`src/rtl/ircap_pkg.sv`:
```
package ircap_pkg;
  localparam int unsigned CNT_W          = 8;
  localparam int unsigned SLOTS_PER_WORD = 4;
  localparam int unsigned WORD_W         = CNT_W * SLOTS_PER_WORD;

  localparam logic [7:0] A_CFG     = 8'h00;
  localparam logic [7:0] A_DIV     = 8'h04;
  localparam logic [7:0] A_RESTART = 8'h08;
  localparam logic [7:0] A_IEN     = 8'h0C;
  localparam logic [7:0] A_ICLR    = 8'h10;
  localparam logic [7:0] A_WORD0   = 8'h40;

  typedef enum logic [1:0] {ST_IDLE, ST_CAPT, ST_DONE} meter_st_t;
endpackage

```
`src/rtl/ircap_tick.sv`:
```
module ircap_tick #(
  parameter int unsigned DIV_W = 16
) (
  input  logic             clk,
  input  logic             rst_n,
  input  logic [DIV_W-1:0] div,
  output logic             tick
);
  logic [DIV_W-1:0] cnt_q, cnt_d;

  always_comb begin
    tick  = (cnt_q >= div);
    cnt_d = tick ? '0 : cnt_q + 1'b1;
  end

  always_ff @(posedge clk or negedge rst_n) begin
    if (!rst_n) cnt_q <= '0;
    else        cnt_q <= cnt_d;
  end
endmodule

```
`src/rtl/ircap_sync.sv`:
```
module ircap_sync (
  input  logic clk,
  input  logic rst_n,
  input  logic din,
  output logic dout
);
  logic [1:0] stg_q;

  always_ff @(posedge clk or negedge rst_n) begin
    if (!rst_n) stg_q <= 2'b00;
    else        stg_q <= {stg_q[0], din};
  end

  assign dout = stg_q[1];
endmodule

```
`src/rtl/ircap_meter.sv`:
```
module ircap_meter
  import ircap_pkg::*;
#(
  parameter int unsigned NUM_SLOTS = 68,
  localparam int unsigned IDX_W    = $clog2(NUM_SLOTS + 1)
) (
  input  logic             clk,
  input  logic             rst_n,
  input  logic             tick,
  input  logic             active,
  input  logic             level,
  input  logic             restart,
  input  logic [CNT_W-1:0] thr,
  output logic             wr_en,
  output logic [IDX_W-1:0] wr_idx,
  output logic [CNT_W-1:0] wr_val,
  output logic             done_pulse,
  output meter_st_t        st_o,
  output logic [IDX_W-1:0] idx_o,
  output logic [CNT_W-1:0] cnt_o
);
  localparam logic [CNT_W-1:0] CNT_MAX = '1;
  localparam logic [IDX_W-1:0] IDX_LIM = IDX_W'(NUM_SLOTS);

  meter_st_t        st_q, st_d;
  logic             ph_q, ph_d;
  logic [CNT_W-1:0] cnt_q, cnt_d, cnt_inc, thr_eff;
  logic [IDX_W-1:0] idx_q, idx_d;
  logic             room, upd;

  always_comb begin
    st_d       = st_q;
    ph_d       = ph_q;
    cnt_d      = cnt_q;
    idx_d      = idx_q;
    wr_en      = 1'b0;
    wr_val     = cnt_q;
    done_pulse = 1'b0;
    room       = (idx_q < IDX_LIM);
    cnt_inc    = (cnt_q == CNT_MAX) ? cnt_q : cnt_q + 1'b1;
    thr_eff    = (thr == '0) ? CNT_MAX : thr;
    upd        = restart | (tick & active);
    if (restart) begin
      st_d  = ST_IDLE;
      ph_d  = 1'b1;
      cnt_d = '0;
      idx_d = '0;
    end else if (tick && active) begin
      case (st_q)
        ST_IDLE: begin
          if (level) begin
            st_d  = ST_CAPT;
            ph_d  = 1'b1;
            cnt_d = CNT_W'(1);
          end
        end
        ST_CAPT: begin
          if (level == ph_q) begin
            if (!ph_q && (cnt_inc >= thr_eff)) begin
              st_d       = ST_DONE;
              wr_en      = room;
              wr_val     = CNT_MAX;
              done_pulse = 1'b1;
            end else begin
              cnt_d = cnt_inc;
            end
          end else begin
            wr_en = room;
            if (room) idx_d = idx_q + 1'b1;
            ph_d  = level;
            cnt_d = CNT_W'(1);
          end
        end
        default: ;
      endcase
    end
  end

  always_ff @(posedge clk or negedge rst_n) begin
    if (!rst_n) begin
      st_q  <= ST_IDLE;
      ph_q  <= 1'b1;
      cnt_q <= '0;
      idx_q <= '0;
    end else if (upd) begin
      st_q  <= st_d;
      ph_q  <= ph_d;
      cnt_q <= cnt_d;
      idx_q <= idx_d;
    end
  end

  assign wr_idx = idx_q;
  assign st_o   = st_q;
  assign idx_o  = idx_q;
  assign cnt_o  = cnt_q;
endmodule

```
`src/rtl/ircap_bank.sv`:
```
module ircap_bank
  import ircap_pkg::*;
#(
  parameter int unsigned NUM_SLOTS = 68,
  localparam int unsigned IDX_W    = $clog2(NUM_SLOTS + 1)
) (
  input  logic                       clk,
  input  logic                       rst_n,
  input  logic                       clear,
  input  logic                       wr_en,
  input  logic [IDX_W-1:0]           wr_idx,
  input  logic [CNT_W-1:0]           wr_val,
  output logic [NUM_SLOTS*CNT_W-1:0] flat
);
  for (genvar s = 0; s < NUM_SLOTS; s++) begin : g_slot
    logic [CNT_W-1:0] slot_q;
    logic             hit;
    assign hit = wr_en && (wr_idx == IDX_W'(s));
    always_ff @(posedge clk or negedge rst_n) begin
      if (!rst_n)     slot_q <= '0;
      else if (clear) slot_q <= '0;
      else if (hit)   slot_q <= wr_val;
    end
    assign flat[s*CNT_W +: CNT_W] = slot_q;
  end
endmodule

```
`src/rtl/ircap_rx.sv`:
```
module ircap_rx
  import ircap_pkg::*;
#(
  parameter int unsigned NUM_WORDS = 17,
  parameter int unsigned DIV_W     = 16
) (
  input  logic        clk,
  input  logic        rst_n,
  input  logic        ir_in,
  input  logic        reg_we,
  input  logic [7:0]  reg_addr,
  input  logic [31:0] reg_wdata,
  output logic [31:0] reg_rdata,
  output logic        irq
);
  localparam int unsigned NUM_SLOTS = NUM_WORDS * SLOTS_PER_WORD;
  localparam int unsigned IDX_W     = $clog2(NUM_SLOTS + 1);

  logic [1:0]             rs_q;
  logic                   rst_q_n;
  logic                   rx_en_q, wd_en_q, ien_q, pend_q, pend_d;
  logic [CNT_W-1:0]       thr_q;
  logic [DIV_W-1:0]       div_q;
  logic                   restart_w, clr_w, cfg_w, div_w, ien_w;
  logic                   tick, level, active;
  logic                   wr_en, done_pulse;
  logic [IDX_W-1:0]       wr_idx, meter_idx;
  logic [CNT_W-1:0]       wr_val, meter_cnt;
  meter_st_t              meter_st;
  logic [NUM_SLOTS*CNT_W-1:0] flat;

  // reset: asserted asynchronously, released on the clock
  always_ff @(posedge clk or negedge rst_n) begin
    if (!rst_n) rs_q <= 2'b00;
    else        rs_q <= {rs_q[0], 1'b1};
  end
  assign rst_q_n = rs_q[1];

  assign cfg_w     = reg_we && (reg_addr == A_CFG);
  assign div_w     = reg_we && (reg_addr == A_DIV);
  assign ien_w     = reg_we && (reg_addr == A_IEN);
  assign restart_w = reg_we && (reg_addr == A_RESTART) && reg_wdata[0];
  assign clr_w     = reg_we && (reg_addr == A_ICLR) && reg_wdata[0];
  assign active    = rx_en_q & wd_en_q;

  always_ff @(posedge clk or negedge rst_q_n) begin
    if (!rst_q_n) begin
      rx_en_q <= 1'b0;
      wd_en_q <= 1'b0;
      thr_q   <= '0;
    end else if (cfg_w) begin
      rx_en_q <= reg_wdata[0];
      wd_en_q <= reg_wdata[13];
      thr_q   <= reg_wdata[23:16];
    end
  end

  always_ff @(posedge clk or negedge rst_q_n) begin
    if (!rst_q_n)   div_q <= '0;
    else if (div_w) div_q <= reg_wdata[DIV_W-1:0];
  end

  always_ff @(posedge clk or negedge rst_q_n) begin
    if (!rst_q_n)   ien_q <= 1'b0;
    else if (ien_w) ien_q <= reg_wdata[0];
  end

  // completion beats a clear in the same cycle
  always_comb begin
    pend_d = pend_q;
    if (clr_w)      pend_d = 1'b0;
    if (done_pulse) pend_d = 1'b1;
  end

  always_ff @(posedge clk or negedge rst_q_n) begin
    if (!rst_q_n) pend_q <= 1'b0;
    else          pend_q <= pend_d;
  end

  assign irq = pend_q & ien_q;

  ircap_tick #(.DIV_W(DIV_W)) u_tick (
    .clk(clk), .rst_n(rst_q_n), .div(div_q), .tick(tick)
  );

  ircap_sync u_sync (
    .clk(clk), .rst_n(rst_q_n), .din(ir_in), .dout(level)
  );

  ircap_meter #(.NUM_SLOTS(NUM_SLOTS)) u_meter (
    .clk(clk), .rst_n(rst_q_n), .tick(tick), .active(active), .level(level),
    .restart(restart_w), .thr(thr_q), .wr_en(wr_en), .wr_idx(wr_idx),
    .wr_val(wr_val), .done_pulse(done_pulse), .st_o(meter_st),
    .idx_o(meter_idx), .cnt_o(meter_cnt)
  );

  ircap_bank #(.NUM_SLOTS(NUM_SLOTS)) u_bank (
    .clk(clk), .rst_n(rst_q_n), .clear(restart_w), .wr_en(wr_en),
    .wr_idx(wr_idx), .wr_val(wr_val), .flat(flat)
  );

  always_comb begin
    reg_rdata = '0;
    case (reg_addr)
      A_CFG:  reg_rdata = {8'h00, thr_q, 2'b00, wd_en_q, 12'h000, rx_en_q};
      A_DIV:  reg_rdata = 32'(div_q);
      A_IEN:  reg_rdata = {31'h0, ien_q};
      A_ICLR: reg_rdata = {30'h0, (meter_st == ST_DONE), pend_q};
      default: begin
        for (int w = 0; w < NUM_WORDS; w++) begin
          if (reg_addr == 8'(A_WORD0 + 4 * w))
            reg_rdata = flat[w*WORD_W +: WORD_W];
        end
      end
    endcase
  end
endmodule

```
`config.mk`:
```
export PLATFORM = sky130hd
export DESIGN_NAME = ircap_rx
export DESIGN_NICKNAME = d
export VERILOG_FILES = /design/src/rtl/ircap_pkg.sv /design/src/rtl/ircap_tick.sv /design/src/rtl/ircap_sync.sv /design/src/rtl/ircap_meter.sv /design/src/rtl/ircap_bank.sv /design/src/rtl/ircap_rx.sv
export SDC_FILE = /design/constraint.sdc
export NUM_CORES = 1
export LEC_CHECK = 0
export BUFFER_PORTS_ARGS = -buffer_cell sky130_fd_sc_hd__buf_4
export CORE_ASPECT_RATIO = 0.8
export CORE_UTILIZATION = 30
export DETAILED_ROUTE_END_ITERATION = 8
export SLEW_MARGIN = 25
export SYNTH_ARGS = -nofsm -noshare
export SYNTH_HDL_FRONTEND = slang
export SYNTH_HIERARCHICAL = 1
export SYNTH_SLANG_ARGS = --single-unit
```
`constraint.sdc`:
```
create_clock -name clk -period 41.4 [get_ports clk]
set_clock_uncertainty 0.1 [all_clocks]
set_input_delay 6.21 -clock clk [delete_from_list [all_inputs] [get_ports clk]]
set_output_delay 6.21 -clock clk [all_outputs]
set_load 0.03 [all_outputs]
```
After elaboration in Yosys (flattened, before gate mapping)
Index checks and enable logic that the tools add are counted.
- register bits after elaboration: 610
- input port bits: 44
- output and inout bits: 33
- word-level logic and storage cells: 543
- $add $sub $neg: 3
- magnitude comparators: 3
- equal/unequal tests: 98
- mux-type cells: 195
- bitwise logic cells: 4
- reduce and logical (&&, ||, !) cells: 159
- operators with widths (operator ; count):
    8-bit two-way mux ; 147
    32-bit two-way mux ; 17
    7-bit by 6-bit == test with 1-bit output, second input constant ; 32
    2-bit nonzero test ; 72
    8-bit by 7-bit == test with 1-bit output, second input constant ; 16
    32-bit case mux with 4 select lines ; 1
    7-bit by 5-bit == test with 1-bit output, second input constant ; 16
    1-bit logical AND ; 77
    7-bit by 4-bit == test with 1-bit output, second input constant ; 8
    7-bit two-way mux ; 5
    7-bit by 3-bit == test with 1-bit output, second input constant ; 4
    7-bit == test, second input constant ; 4
    16-bit by 1-bit adder with 16-bit output, second input constant ; 1
    8-bit by 4-bit == test with 1-bit output, second input constant ; 2
    8-bit == test, second input constant ; 2
    16-bit greater-or-equal comparator ; 1
    8-bit zero test ; 2
    1-bit two-way mux ; 16
    16-bit two-way mux ; 1
    8-bit case mux with 2 select lines ; 1
    5-bit AND reduction ; 3
    7-bit by 2-bit == test with 1-bit output, second input constant ; 2
    2-bit two-way mux ; 5
    8-bit by 1-bit adder with 8-bit output, second input constant ; 1
    other kinds (22) ; 26

Logic depth before layout (Yosys ltp)
- word-level depth: 19
- depth in mapped cells: 17
- mapped depth without buffers: 14

By module
The synthesis kept the hierarchy.
- by module, submodules not included (module ; times used ; cells an instance ; area an instance (µm²) ; seq. area each (µm²)):
    ircap_bank ; 1 ; 1888 ; 23950.5 ; 13613.1
    ircap_rx ; 1 ; 958 ; 7011.7 ; 750.7
    ircap_meter ; 1 ; 174 ; 1490.2 ; 451.7
    ircap_tick ; 1 ; 129 ; 1133.6 ; 400.4
    ircap_sync ; 1 ; 2 ; 50.0 ; 50.0

Worst setup path before layout
Ideal clock, no wire load.
- path type: input to output
- start: input reg_addr[1]
- end: output reg_rdata[0]
- data arrival time: 8.182 ns
- data required time: 35.090 ns
- slack: 26.908 ns
- stages: 7
- buffers on the path: 1
- path through: or4_4 clkbuf_1 nor2_2 a22oi_1 nand3_1 a21oi_1 o31ai_1
- cells in the longest elaborated chain, start to end: 19
- elaborated cells between the ends (all ways): 39
- those cells by class: eq/ne: 20; mux: 18; reduce/logical: 1
- ends and longest elaborated chain (item ; line ; text):
    start: declaration ; ircap_rx.sv:11 ; input logic [7:0] reg_addr,
    8-bit by 7-bit == test with 1-bit output ; ircap_rx.sv:111 ; if (reg_addr == 8'(A_WORD0 + 4 * w))
    32-bit two-way mux (17 in a row) ; ircap_rx.sv:111 ;
    32-bit case mux with 4 select lines * ; ircap_rx.sv:104 ; case (reg_addr)
    end: declaration ; ircap_rx.sv:13 ; output logic [31:0] reg_rdata,
Mark *: on every way between the ends. The rest lies on a longest branch, timed or not.

Final worst setup path
- start: input reg_addr[3]
- end: output reg_rdata[0]
The elaborated chain is that of the path after synthesis.

==> run_results.csv <==
group,metric,value,unit
sta,rsz0062_at_grt,"no",
clock_network,cts_setup_buffers,0,
placement,post_dp_cell_area,35400,sq um
setup_path,start_kind,"input pin",
clock_network,cts.hold.buffers_added,0,
cells_and_area,final_area,37800,sq um
sta,setup_viol,0,
floorplanning,num_io_pins,77,
logic_synthesis,ys_warn_count,6,
global_routing,grt_pass1_wl,176000,um
setup_path,r2r-end,"u_bank/g_slot[28].slot_q[3]",
global_routing,grt_pass1_vias,24500,
logic_synthesis,synth_top_family_by_area,"multiplexers",
power_and_ir_drop,leakagePower,19.0,nW
status,status,"finished clean",
logic_synthesis,ys_seq_area_share,45.4,%
setup_path,setup.worst_path.start,"reg_addr[3]",
sta,finalHoldViolCount,0,
logic_synthesis,synth_cell_types,103,
logic_synthesis,synth_nets,3222,
logic_synthesis,synthArstFlopShare,100,%
logic_synthesis,syn_area,33600,sq um
global_routing,grt_usage,20.8,%
min_path,hold_class,"flip-flop to flip-flop",
floorplanning,initial_core_util,30.3,%
min_path,holdPathStages,0,
clock_network,cts.sink_count,610,
logic_synthesis,synthAdderAreaFrac,1.00,%
floorplanning,dieArea,113000,sq um
floorplanning,rows,109,
setup_path,rr_worst_depth,15,
setup_path,crit_path_max_fanout,44,
power_and_ir_drop,vdd_ir_drop_max,0.0280,mV
sta,final.setup.tns,0,ns
setup_path,worst_setup_path_end_kind,"output pin",
logic_synthesis,synth_compound_area_share,9.87,%
sta,max_freq,58.8,MHz
clock_network,clkTransAtPathRegs,0.06,ns
flow_run,maxCapViolCount,0,
logic_synthesis,avgSynthCellArea,10.7,sq um
global_routing,grt_max_degree,299,
drt,drtAntennaViolNets,0,
sta,period_needed,17.01,ns
clock_network,insertion_delay,0.62,ns
min_path,worstHoldStart,"rs_q[0]",
cells_and_area,syn_to_final_growth,12.5,%
logic_synthesis,yosys.area_share.simple,18.7,%
floorplanning,die_y,301,um
floorplanning,coreArea,111000,sq um
logic_synthesis,netlist_instances,3151,
floorplanning,die_w,376,um
cells_and_area,final_common_cell,"dfrtp_1",
logic_synthesis,synth-xor-area-share,0.599,%
setup_path,path_class,"input pin to output pin",
sta,worstMarginPinSlew,1.29,ns
drt,first_pass_iters,9,
clock_network,tritoncts,"built",
drt,vias,25500,
setup_path,cp.arrival,10.70,ns
sta,maxSlewHeadroom,14.0,%
placement,io_buffers,68,
power_and_ir_drop,p_per_area,35.1,nW/um^2
placement,hpwl,74200,um
global_routing,antenna_found_initial,4,
global_routing,gr-total-overflow,0,
placement,pre_cts_ws,24.58,ns
power_and_ir_drop,power,1.33,mW
sta,fin_crit_sh,41.1,%
setup_path,timing.rr.start,"u_meter/cnt_o[0]",
placement,gp_congestion,0.889,
clock_network,cts_resized,0,
logic_synthesis,ys_ff_latch,610,
sta,slew_violations,0,
clock_network,root_buffer,"clkbuf_16",
logic_synthesis,synth_edf_count,0,
clock_network,cts_buffer_depth,3,
drt,wl_per_cell,25.9,um
drt,drc,0,
setup_path,cp.required,35.09,ns
cells_and_area,drive_gt1_share,13.5,%
logic_synthesis,synth-main-ff-cell,"dfrtp_1",
clock_network,htreeDepth,3,
sta,layout_setup_ws,24.39,ns
cells_and_area,final_cell_mix,"dfrtp_1 (608), mux2i_1 (601), nand2b_1 (560), buf_4 (120), nor2_1 (118)",
cells_and_area,nets,3156,
drt,wirelength,120000,um
drt,vias_per_cell,5.50,
logic_synthesis,synth_mux_area_share,20.2,%
drt,drt_iter0_drc,3540,
min_path,min_to,"rs_q[1]",
clock_network,numCtsBuffers,66,
setup_path,rrSetupSlack,36.75,ns
## cell usage after synthesis (9+ instances only)
master	count	area [sq um]
dfrtp_1	609	15200
mux2i_1	601	6020
nand2b_1	568	3550
clkbuf_1	155	582
nor2_1	119	447
nand2_1	114	428
a21oi_1	104	521
o21ai_0	101	505
buf_2	64	320
nand2_2	64	400
nand3_1	44	220
a22oi_1	40	300
mux2_2	38	428
o22ai_1	32	200
inv_1	30	113
ha_1	27	338
buf_4	24	180
nor3_1	19	95.1
a221oi_1	18	158
o221ai_1	17	149
nand4_1	16	100
o2bb2ai_1	16	140
buf_6	15	169
mux4_2	14	315
a221o_1	13	130
a22o_1	13	114
o211ai_1	13	97.6
a31oi_1	12	75.1
xor2_1	12	105
a222oi_1	11	110
nor2b_1	11	68.8
xnor2_1	11	96.3
a211oi_1	9	67.6
and3_1	9	56.3
## report_power, final
part	switching [mW]	total (mW)	internal [mW]
clock	0.259	0.643	0.383
combinational	0.0587	0.0811	0.0224
sequential	0.00607	0.605	0.599
## layout make-up
type / count / area [sq um]
Fill cell: 11100 / 73000
Multi-Input combinational cell: 2243 / 17100
Sequential cell: 610 / 15300
Clock buffer: 99 / 2030
Tap cell: 1498 / 1870
Timing Repair Buffer: 133 / 1130
Clock inverter: 18 / 277
Inverter: 31 / 116
Antenna cell: 2 / 5.00
## critical path, stage by stage
cell and delay (ns):
buf_4 0.18, buf_4 0.46, buf_4 0.67, nand4bb_1 0.20, buf_4 0.31, nor2_1 0.66, buf_4 0.34, a22oi_1 0.13
nand3_1 0.14, a21oi_1 0.05, o31ai_1 0.93, buf_4 0.31
## sequential cells by signal (all words and copies together) (netlist names), 2 cells and up
signal / flops
u_sync/stg_q: 2
u_tick/cnt_q: 16
u_meter/cnt_o: 8
rs_q: 2
u_bank/g_slot.slot_q: 544
u_meter/idx_o: 7
thr_q: 8
u_meter/st_o: 2
div_q: 16
## worst max-delay path by stage
stage	end	slack [ns]
global route	reg_rdata[0]	24.39
CTS	reg_rdata[0]	24.56
floorplan	div_q[0]	23.04
finish	reg_rdata[0]	24.39
detailed placement	reg_rdata[0]	24.58
global placement	reg_rdata[0]	24.60
## layer usage
metal	vias to the layer above	GRT usage, %	part of all wire [%]
li1	11000	-	-
met1	13000	30.9	46
met2	1260	28.2	40
met5	-	0	0.048
met3	219	6.56	11
met4	4	6.02	3.1
## metrics by stage
stage,utilization [%],std cells,hold WS (ns)
floorplan,-,3151,0.231
global placement,31.9,4509,0.233
detailed placement,31.9,4510,0.239
CTS,34.0,4627,0.255
global route,34.1,4632,0.267
finish,34.1,4634,0.251
## cell families (layout without fill, tap and decap cells)
group           count (synthesis)  after routing
compound gates                482            482
xor+xnor                       23             23
fa+ha+maj                      27             27
buf+inv                       298            281
flops                         610            610
mux                           657            657
other cells                     1              3
simple gates                 1053           1053
(Power assumes the default switching activity.)
